==> src/rtl/col_burst_pkg.sv <==
package col_burst_pkg;

   typedef enum logic [2:0] {
      BLEN_ONE   = 3'd0,
      BLEN_TWO   = 3'd1,
      BLEN_FOUR  = 3'd2,
      BLEN_EIGHT = 3'd3,
      BLEN_PAGE  = 3'd7
   } blen_e;

   localparam int unsigned LEN_CODE_W = 3;

endpackage

==> src/rtl/col_burst_ctrl.sv <==
module col_burst_ctrl
   import col_burst_pkg::*;
#(
   parameter int unsigned COL_W = 8
) (
   input  logic             clk,
   input  logic             rst_n,
   input  logic             load_i,
   input  logic [COL_W-1:0] start_col_i,
   input  logic [2:0]       len_code_i,
   input  logic             ilv_i,
   input  logic             step_en_i,
   input  logic             stop_i,
   output logic             busy_o,
   output logic             last_o,
   output logic             full_o,
   output logic             ilv_o,
   output logic [COL_W-1:0] mask_o,
   output logic [COL_W-1:0] start_o,
   output logic [COL_W-1:0] beat_o
);

   localparam logic [COL_W-1:0] ALL_ONES = {COL_W{1'b1}};

   function automatic logic [COL_W-1:0] len_mask(input logic [2:0] code);
      logic [COL_W-1:0] m;
      case (code)
         BLEN_TWO:   m = COL_W'(1);
         BLEN_FOUR:  m = COL_W'(3);
         BLEN_EIGHT: m = COL_W'(7);
         BLEN_PAGE:  m = ALL_ONES;
         default:    m = '0;
      endcase
      return m;
   endfunction

   logic             busy_q, full_q, ilv_q;
   logic [COL_W-1:0] mask_q, start_q, beat_q;
   logic             at_end;

   assign at_end = (beat_q == mask_q) && !full_q;

   always_ff @(posedge clk or negedge rst_n) begin
      if (!rst_n) begin
         busy_q  <= 1'b0;
         full_q  <= 1'b0;
         ilv_q   <= 1'b0;
         mask_q  <= '0;
         start_q <= '0;
         beat_q  <= '0;
      end else if (load_i) begin
         busy_q  <= 1'b1;
         full_q  <= (len_code_i == BLEN_PAGE);
         ilv_q   <= ilv_i;
         mask_q  <= len_mask(len_code_i);
         start_q <= start_col_i;
         beat_q  <= '0;
      end else if (busy_q) begin
         if (stop_i && full_q) begin
            busy_q <= 1'b0;
         end else if (step_en_i) begin
            if (at_end) busy_q <= 1'b0;
            else        beat_q <= beat_q + 1'b1;
         end
      end
   end

   assign busy_o  = busy_q;
   assign last_o  = busy_q && at_end;
   assign full_o  = full_q;
   assign ilv_o   = ilv_q;
   assign mask_o  = mask_q;
   assign start_o = start_q;
   assign beat_o  = beat_q;

   // stop has no effect on a fixed burst that is not ending anyway
   p_stop_ignored_r9: assert property (@(posedge clk) disable iff (!rst_n)
      busy_q && stop_i && !full_q && !load_i && !last_o |=> busy_q);

   // stepping the final beat ends the burst
   p_last_ends_r6: assert property (@(posedge clk) disable iff (!rst_n)
      last_o && step_en_i && !load_i |=> !busy_q);

endmodule

==> src/rtl/col_burst_map.sv <==
module col_burst_map #(
   parameter int unsigned COL_W = 8
) (
   input  logic             busy_i,
   input  logic             ilv_i,
   input  logic [COL_W-1:0] mask_i,
   input  logic [COL_W-1:0] start_i,
   input  logic [COL_W-1:0] beat_i,
   output logic [COL_W-1:0] col_o
);

   logic [COL_W-1:0] sum;
   logic [COL_W-1:0] raw;

   assign sum = start_i + beat_i;

   for (genvar i = 0; i < COL_W; i++) begin : g_bit
      logic seq_bit, ilv_bit;
      assign seq_bit = mask_i[i] ? sum[i] : start_i[i];
      assign ilv_bit = start_i[i] ^ (beat_i[i] & mask_i[i]);
      assign raw[i]  = ilv_i ? ilv_bit : seq_bit;
   end

   assign col_o = busy_i ? raw : '0;

endmodule

==> src/rtl/col_burst_agen.sv <==
module col_burst_agen
   import col_burst_pkg::*;
#(
   parameter int unsigned COL_W = 8
) (
   input  logic             clk,
   input  logic             rst_n,
   input  logic             load_i,
   input  logic [COL_W-1:0] start_col_i,
   input  logic [2:0]       len_code_i,
   input  logic             ilv_i,
   input  logic             step_en_i,
   input  logic             stop_i,
   output logic [COL_W-1:0] col_o,
   output logic             busy_o,
   output logic             last_o
);

   if (COL_W < 3) begin : g_bad_width
      $error("col_burst_agen: COL_W must cover an 8-beat burst");
   end
   if (LEN_CODE_W != 3) begin : g_bad_code
      $error("col_burst_agen: length code width mismatch");
   end

   logic             busy, last, full, ilv;
   logic [COL_W-1:0] mask, start, beat;

   col_burst_ctrl #(.COL_W(COL_W)) u_ctrl (
      .clk        (clk),
      .rst_n      (rst_n),
      .load_i     (load_i),
      .start_col_i(start_col_i),
      .len_code_i (len_code_i),
      .ilv_i      (ilv_i),
      .step_en_i  (step_en_i),
      .stop_i     (stop_i),
      .busy_o     (busy),
      .last_o     (last),
      .full_o     (full),
      .ilv_o      (ilv),
      .mask_o     (mask),
      .start_o    (start),
      .beat_o     (beat)
   );

   col_burst_map #(.COL_W(COL_W)) u_map (
      .busy_i (busy),
      .ilv_i  (ilv),
      .mask_i (mask),
      .start_i(start),
      .beat_i (beat),
      .col_o  (col_o)
   );

   assign busy_o = busy;
   assign last_o = last;

   // a load shows its start column on the next cycle
   p_load_start_r2: assert property (@(posedge clk) disable iff (!rst_n)
      load_i |=> busy_o && (col_o == $past(start_col_i)));

   // bits outside the burst field never change while stepping
   p_upper_fixed_r3: assert property (@(posedge clk) disable iff (!rst_n)
      busy_o && step_en_i && !load_i && !stop_i && !last_o
      |=> (((col_o ^ $past(col_o)) & ~mask) == '0));

   // no last-beat flag in a full-page burst
   p_no_last_page_r6: assert property (@(posedge clk) disable iff (!rst_n)
      busy_o && full |-> !last_o);

   // a disabled step freezes the address
   p_freeze_r7: assert property (@(posedge clk) disable iff (!rst_n)
      busy_o && !step_en_i && !load_i && !stop_i |=> $stable(col_o) && busy_o);

   // stop ends a full-page burst
   p_page_stop_r9: assert property (@(posedge clk) disable iff (!rst_n)
      busy_o && full && stop_i && !load_i |=> !busy_o);

   // idle output is zero
   p_idle_zero_r1: assert property (@(posedge clk) disable iff (!rst_n)
      !busy_o |-> (col_o == '0) && !last_o);

endmodule

==> config.mk <==
export PLATFORM = sky130hd
export DESIGN_NAME = col_burst_agen
export DESIGN_NICKNAME = d
export VERILOG_FILES = /design/src/rtl/col_burst_pkg.sv /design/src/rtl/col_burst_ctrl.sv /design/src/rtl/col_burst_map.sv /design/src/rtl/col_burst_agen.sv
export SDC_FILE = /design/constraint.sdc
export NUM_CORES = 1
export LEC_CHECK = 0
export BUFFER_PORTS_ARGS = -buffer_cell sky130_fd_sc_hd__buf_2
export CAP_MARGIN = 0
export CORE_UTILIZATION = 51
export DETAILED_ROUTE_END_ITERATION = 12
export PLACE_DENSITY = 0.74
export SLEW_MARGIN = 20
export SYNTH_ARGS = -nofsm -noshare
export SYNTH_HDL_FRONTEND = slang
export SYNTH_SLANG_ARGS = --single-unit
==> constraint.sdc <==
create_clock -name clk -period 2.4 [get_ports clk]
set_clock_uncertainty 0.05 [all_clocks]
set_input_delay 0.12 -clock clk [delete_from_list [all_inputs] [get_ports clk]]
set_output_delay 0.12 -clock clk [all_outputs]
set_load 0.05 [all_outputs]
-- Word-level counts from Yosys, hierarchy flattened
Index checks and enable logic that the tools add are counted.
- add/sub/neg operators: 2
- equal/unequal tests: 7
- mux-type cells: 28
- bitwise logic cells: 16
- reduce and logical (&&, ||, !) cells: 7
- operator list (operator ; number):
    2-to-1 mux 8 bit ; 6
    one-hot mux 8 bit (4 select lines) ; 1
    2-to-1 mux 1 bit ; 21
    adder 8 x 1 -> 8 bit (second input constant) ; 1
    adder 8 bit ; 1
    AND 1 bit ; 8
    == test 8 bit ; 1
    bitwise XOR 1 bit ; 8
    == test 3 x 2 -> 1 bit (second input constant) ; 2
    != test 2 bit (second input constant) ; 2
    AND reduction 4 bit ; 1
    nonzero test 2 bit ; 2
    == test 3 x 1 -> 1 bit (second input constant) ; 1
    == test 3 bit (second input constant) ; 1
    logical AND 1 bit ; 3
    zero test 1 bit ; 1
- register bits: 27
- bits of input ports: 17

-- Longest topological paths before layout
Gate-level depths: netlist of the first run.
- word-level depth: 7
- mapped depth: 6
- gate-level depth less buffers: 6

-- Modules after synthesis
From an unflattened synthesis of the first run, not the netlist that was laid out.
- cells, all modules: 192
- area total of the unflattened synthesis: 1736.7 um^2
- modules (own cells, without submodules) (module ; instances ; cells an instance ; area each (um^2) ; seq. area each (um^2)):
    col_burst_ctrl ; 1 ; 106 ; 1148.6 ; 550.5
    col_burst_map ; 1 ; 86 ; 588.1 ; 0.0

-- Worst setup path after synthesis of the first run
No wires, ideal clock.
- path type: reg2out
- start: reg u_ctrl.beat_q[0], in the netlist u_ctrl.beat_o[0]
- end: out col_o[6]
- arrival time: 2.443 ns
- slack: -0.213 ns
- stages on the path, launching flop included: 7
- path through: dfrtp_1 ha_1 fa_1 a21o_1 a221o_1 mux2i_1 a21oi_1
- longest elaborated chain between the ends: 4
- ends and longest elaborated chain (item ; line ; text):
    start: declaration ; col_burst_ctrl.sv:38 ; logic [COL_W-1:0] mask_q, start_q, beat_q;
    start signal: assignment ; col_burst_ctrl.sv:63 ; else beat_q <= beat_q + 1'b1;
    adder 8 bit ; col_burst_map.sv:15 ; assign sum = start_i + beat_i;
    2-to-1 mux 1 bit ; col_burst_map.sv:19 ; assign seq_bit = mask_i[i] ? sum[i] : start_i[i];
    2-to-1 mux 1 bit ; col_burst_map.sv:21 ; assign raw[i] = ilv_i ? ilv_bit : seq_bit;
    2-to-1 mux 8 bit ; col_burst_map.sv:24 ; assign col_o = busy_i ? raw : '0;
    end: declaration ; col_burst_agen.sv:14 ; output logic [COL_W-1:0] col_o,
Every way passes these cells.

-- Worst setup path after layout of the first run
- start: reg u_ctrl.beat_q[2], in the netlist u_ctrl.beat_o[2]
- end: out col_o[5]
The elaborated chain is that of the path after synthesis.

==> impl_metrics.toml, run 1 <==
[pwr]
finalPower_mw = 1.279
power.share.clock = 0.234
p_sw_frac = 0.3779
p_sw_mw = 0.4833
leakagePower_nw = 1.060
p_seq_frac = 0.345
p_per_area_nw_per_um2 = 573.5
internal_power_mw = 0.7955
combPwrFrac = 0.421
ir_worst_vdd_uv = 362.3

[critical_path]
r2r_setup_slack_ns = 0.10
critical_path.endpoint_type = "output pin"
cp_max_fo = 4
startpoint_type = "flip-flop"
crit_required_ns = 2.23
cp_cell_sequence = "ha_1 -> nand3_1 -> o211a_1 -> and3_1 -> o311a_1 -> buf_4"
slowest_stage = "dfrtp_1"
critPathLaunch = "u_ctrl.beat_o[2]$_DFFE_PN0P_"
reg2regPathDepth = 8
critPathArrivalTime_ns = 2.32
r2r_end = "u_ctrl.beat_o[7]$_DFFE_PN0P_"
path_class = "flip-flop to output pin"
r2r_start = "u_ctrl.beat_o[0]$_DFFE_PN0P_"
max_stage_delay_ns = 0.44

[detailed_routing]
ant_nets = 0
viasPerCell = 6.000
post_drt_wl_per_cell_um = 16.69
routed_wl_um = 4657
drt_first_pass_iters = 4
num_vias = 1674
drt_iter0_markers = 86
drcViolationCount = 0

[clock_network]
cts_buffer_depth = 2
cts.sinks = 22
clk_pin_slew_ns = 0.14
cts_tree = "built"
clock_latency_ns = 0.33
cts-root-buf = "clkbuf_4"
numCtsBuffers = 3
htreeDepth = 1

[sta]
setup_ws_ns = -0.08528
clock.fmax_mhz = 402.4
fin_crit_ns = 2.485
fin_crit_sh = 1.036
slew_viol_final = 0
hold_viol_final = 0
rsz0062_at_grt = "yes"
slew_headroom = 0.6498
worst_pin_slew_ns = 0.5253
setup_viol_count_final = 3

[floorplanning]
die_w_um = 60.31
die_area_um2 = 3637
die-height_um = 60.31
fp-row-count = 20
start_util = 0.5544
ios = 27
core_um2 = 3128

[min_path]
min_to = "u_ctrl.mask_o[2]$_DFFE_PN0P_"
hold_path.class = "input port to flip-flop"
worstHoldStart = "len_code_i[0]"
worstHoldPathCells = 3

[yosys]
syn_inst = 187
synth_top_area_frac = 0.3175
netlist_area_um2 = 1734
synth_compound_area_frac = 0.1955
synth_top_family_by_area = "compound AO/OA/AOI/OAI gates"
ys_types = 41
synth_largest_area_cell = "dfrtp_1"
synth_nets = 221
synthMuxAreaShare = 0.08874
synthArstFlopShare = 1.000
synthSimpleGateAreaFrac = 0.1847
yosys.area_share.xor_xnor = 0.04545
yosys-top-cells-area = "dfrtp_1 (32%), ha_1 (12%), mux2_2 (7.1%)"
synth-edff-count = 0
post_synth.cell_area_avg_um2 = 9.274
ys_ff_latch = 22
synthAdderAreaFrac = 0.1270
yosysSeqAreaShare = 0.3175
ys_warn_count = 0
ys.flop_type = "dfrtp_1"

[global_route]
antenna_found_initial = 0
grt_pass1_vias = 1576
overflow = 0
grt_pass1_wl_um = 7258
grt_max_degree = 27
grt_use_total = 0.2746

[status]
outcome = "finished, violations left"
violations = "setup timing"

[placement]
place_hpwl_um = 3015
portBuffers = 26
gp_congestion = 0.9271
placed_area_um2 = 1916

[layout]
drive_gt1_frac = 0.3064
area_growth_pct = 28.57
antenna_cells = 0
final_cell_mix = "buf_4 (21), buf_2 (20), dfrtp_1 (17)"
nNetsFinal = 270
postLayoutCellArea_um2 = 2230
mostFrequentLayoutCell = "buf_4"

[flow_run]
drv_cap = 0
-- sequential cells by signal, indices dropped and copies added (netlist names) --
register / flops
u_ctrl.beat_o: 8
u_ctrl.busy_o: 1
u_ctrl.ilv_o: 1
u_ctrl.mask_o: 4
u_ctrl.start_o: 8
-- per-layer routing --
layer | vias up | wire (um) | part of all wire | global-route usage
met1 | 801 | 1992 | 0.43 | 0.3602
met2 | 62 | 2336 | 0.50 | 0.4521
met4 | 0 | 122 | 0.026 | 0.1229
li1 | 800 | - | - | -
met3 | 11 | 204 | 0.044 | 0.03247
met5 | - | 0 | 0 | 0
-- logic make-up (layout without fill, tap and decap cells) --
family                     after synthesis  after routing
and+or+nand+nor                         61             61
AOI/OAI and AO/OA                       49             49
buffers and inverters                   15             63
DFF                                     22             22
xor gates and xnor gates                 9              9
muxes                                   14             14
adders and majority gates               17             17
-- area by class of cell --
cell class	count	area [um2]
clock buffer	3	22.52
clock inverter	1	30.03
fill	240	898.4
inverter	7	26.28
multi-input combinational	150	1170
sequential	22	556.8
tap	44	55.05
timing repair buffer	52	369.1
-- power groups by stage --
stage / combinational (mW) / clock [mW] / sequential [mW]
final: 0.538 / 0.299 / 0.441
after global routing: 0.580 / 0.314 / 0.447
after global placement: 0.433 / 0 / 0.445
after detailed placement: 0.447 / 0 / 0.448
after floorplan: 0.343 / 0 / 0.444
after CTS: 0.493 / 0.298 / 0.441
-- cells in the mapped netlist, types with 2 or more instances --
master / instances
nor3_1: 5
inv_1: 6
a21boi_0: 3
nand2_1: 12
a21oi_1: 13
ha_1: 16
nand2b_1: 3
clkbuf_1: 5
or3_1: 5
nor2_1: 7
or4_1: 2
o31a_1: 2
o21ai_0: 8
buf_6: 2
mux2i_1: 3
xnor2_1: 7
o31ai_1: 2
o211a_1: 3
and2_1: 2
and3_1: 8
nor2b_1: 2
mux2_2: 11
dfrtp_1: 22
a21o_1: 7
a221oi_1: 2
o2111ai_1: 2
nand4_1: 2
nand3_1: 11
xor2_1: 2
-- worst max path at each step --
stage                          end  slack, ns  depth (start not counted)
after global routing      col_o[6]      -0.14                          7
after global placement    col_o[6]       0.17                          7
after detailed placement  col_o[6]       0.14                          7
final                     col_o[5]      -0.09                          6
after floorplan           col_o[6]       0.05                          6
after CTS                 col_o[6]      -0.04                          7
-- through the flow --
| stage | TNS, ns | hold WS (ns) | worst slack [ns] | instances | util |
|---|---|---|---|---|---|
| after CTS | -0.08467 | 0.01610 | -0.04154 | 272 | 0.6884 |
| after detailed placement | 0 | 0.06418 | 0.1387 | 254 | 0.6124 |
| after global routing | -0.4944 | 0.04861 | -0.1439 | 279 | 0.7128 |
| after floorplan | 0 | -0.2256 | 0.04588 | 187 | - |
| after global placement | 0 | 0.06068 | 0.1684 | 254 | 0.6124 |
| final | -0.1785 | 0.01697 | -0.08528 | 279 | 0.7128 |
-- timing repair --
item,in CTS,in global routing
hold endpoints to repair,31,0
cloned,0,0
hold buffers,10,0
pin swaps,1,1
resized for setup,14,10
setup endpoints to repair,6,6
buffers inserted,4,7
-- critical path, delay by kind of cell (launching register included) --
kind                       cells  cell delay (ns)
adders and majority gates      1             0.37
AOI/OAI and AO/OA              2             0.64
buffers and inverters          1             0.20
DFF                            1             0.44
and+or+nand+nor                2             0.33
Note: power is estimated with default switching activity, not from simulation.
==> run 2: changes to the inputs <==
- ABC_AREA: default -> 1
- PLACE_DENSITY: 0.74 -> 0.76
==> impl_metrics.toml, run 2 <==
[yosys]
ys.flop_type = "dfrtp_1"
synthArstFlopShare = 1.000
synth_nets = 275
syn_inst = 241
synth_top_area_frac = 0.3043
synth_largest_area_cell = "dfrtp_1"
netlist_area_um2 = 1809
yosysMostFrequentCell = "nand2_1"
yosysSeqAreaShare = 0.3043
ys_ff_latch = 22
synth-edff-count = 0
synth_commonest_cells = "nand2_1 (65), inv_1 (26), dfrtp_1 (22)"
ys_warn_count = 0
post_synth.cell_area_avg_um2 = 7.507
yosys-top-cells-area = "dfrtp_1 (30%), nand2_1 (13%), ha_1 (11%)"
ys_types = 33

[floorplanning]
die-height_um = 61.56
start_util = 0.5379
ios = 27
fp-row-count = 21
die_area_um2 = 3790
die_w_um = 61.56
core_um2 = 3363

[pwr]
ir_worst_vdd_uv = 312.3
p_per_area_nw_per_um2 = 586.4
leakagePower_nw = 1.151

[clock_network]
cts.sinks = 22
clock_latency_ns = 0.32
cts_buffer_depth = 2
clk_pin_slew_ns = 0.15
cts-root-buf = "clkbuf_4"
htreeDepth = 1
numCtsBuffers = 3
cts_tree = "built"

[detailed_routing]
routed_wl_um = 4170
drt_iter0_markers = 92
drt_first_pass_iters = 4
viasPerCell = 5.133
post_drt_wl_per_cell_um = 12.87
ant_nets = 0
num_vias = 1663
drcViolationCount = 0

[critical_path]
critPathArrivalTime_ns = 2.10
critPathMostFrequentCell = "nand2_1"
cp-endpoint = "col_o[6]"
max_stage_delay_ns = 0.43
cp_cell_sequence = "ha_2 -> fa_2 -> nand3_1 -> nand2_1 -> nand2_2 -> nand2_1 -> nand2_1 -> nand3_1 -> a21oi_2 -> buf_6"
slowest_stage = "dfrtp_1"
reg2regPathDepth = 9
path_class = "flip-flop to output pin"
crit_required_ns = 2.23
cp_max_fo = 4
critPathLaunch = "u_ctrl.start_o[0]$_DFFE_PN0P_"
r2r_start = "u_ctrl.beat_o[2]$_DFFE_PN0P_"
r2r_setup_slack_ns = 0.60
r2r_end = "u_ctrl.beat_o[3]$_DFFE_PN0P_"
startpoint_type = "flip-flop"
critical_path.endpoint_type = "output pin"

[sta]
fin_crit_ns = 2.271
slew_headroom = 0.6418
worst_pin_slew_ns = 0.5374
setup_viol_count_final = 0
fin_crit_sh = 0.9461
fin_tns_setup_ns = 0
rsz0062_at_grt = "no"
hold_viol_final = 0
clock.fmax_mhz = 440.4
slew_viol_final = 0
setup_ws_ns = 0.1292
timing.hold.ws_ns = 0.04167

[placement]
place_hpwl_um = 2959
gp_congestion = 0.8897
post-place-ws_ns = 0.2639
portBuffers = 26

[min_path]
hold_path.class = "input port to flip-flop"

[layout]
nNetsFinal = 313
final_cell_mix = "nand2_1 (64), inv_1 (26), buf_2 (23)"
mostFrequentLayoutCell = "nand2_1"
antenna_cells = 0
final_util = 0.6380
drive_gt1_frac = 0.2338
area_growth_pct = 18.60
fillers = 316

[global_route]
grt_use_total = 0.2431
antenna_found_initial = 0
grt_max_degree = 23
grt_pass1_vias = 1535
grt_pass1_wl_um = 6762
overflow = 0

[status]
outcome = "finished clean"

[flow_run]
drv_cap = 0
run 2: through the flow:
| step | std cells | cell area, um2 | power, mW |
|---|---|---|---|
| after floorplan | 241 | 1819 | 0.8947 |
| after global placement | 309 | 1974 | 1.003 |
| after detailed placement | 309 | 1974 | 1.011 |
| after CTS | 324 | 2125 | 1.251 |
| after global routing | 324 | 2146 | 1.341 |
| final | 324 | 2146 | 1.258 |
run 2: worst min-delay path by stage:
stage / from / endpoint / slack [ns] / cells after the start
2_1_floorplan: rst_n / u_ctrl.beat_o[0]$_DFFE_PN0P_ / -0.23 / 0
3_3_place_gp: rst_n / u_ctrl.ilv_o$_DFFE_PN0P_ / 0.08 / 1
3_5_place_dp: rst_n / u_ctrl.ilv_o$_DFFE_PN0P_ / 0.08 / 1
4_1_cts: len_code_i[1] / u_ctrl.mask_o[2]$_DFFE_PN0P_ / 0.04 / 3
5_1_grt: len_code_i[2] / u_ctrl.mask_o[6]$_DFFE_PN0P_ / 0.04 / 3
6_report: stop_i / u_ctrl.busy_o$_DFF_PN0_ / 0.04 / 4
run 2: power by group:
part           switching, mW  leakage [nW]  internal (mW)
Sequential            0.0576         0.272          0.408
Clock                  0.126        0.0210         0.0926
Combinational          0.371         0.857          0.203
run 2: logic make-up (layout without fill, tap and decap cells):
group                      count (synthesis)  in the layout  synth area share
AOI/OAI and AO/OA                         47             47            0.1570
xor gates and xnor gates                  10             10           0.04841
adders and majority gates                 17             17            0.1217
DFF                                       22             22            0.3043
and+or+nand+nor                          110            110            0.2780
buffers and inverters                     35             72           0.09059
run 2: area by class of cell:
cell class,count,area [um2],share of cell area
Inverter,29,116.4,0.05423
Multi-Input combinational cell,184,1116,0.5201
Tap cell,46,57.56,0.02682
Clock buffer,4,36.28,0.01691
Timing Repair Buffer,39,264.0,0.1230
Sequential cell,22,555.5,0.2589
run 2: timing repair:
| action | CTS | global route |
|---|---|---|
| hold endpoints to repair | 31 | 0 |
| pin swaps | 0 | 1 |
| hold buffers | 10 | 0 |
| gates resized for setup | 3 | 9 |
| endpoints found under the setup margin | 2 | 5 |
| buffers inserted | 1 | 0 |
run 2: critical path: cells and delay by family (launching register included):
kind	cells	cell delay (ns)
fa+ha+maj	2	0.55
simple gates	6	0.47
flops	1	0.43
compound gates	1	0.18
buf+inv	1	0.17
run 2: routing by layer:
metal	global-route usage	vias up	wire [um]
met5	0	-	0
met4	0.09524	0	77
met3	0.02731	9	131
met2	0.3840	34	1912
met1	0.3398	757	2048
li1	-	863	-
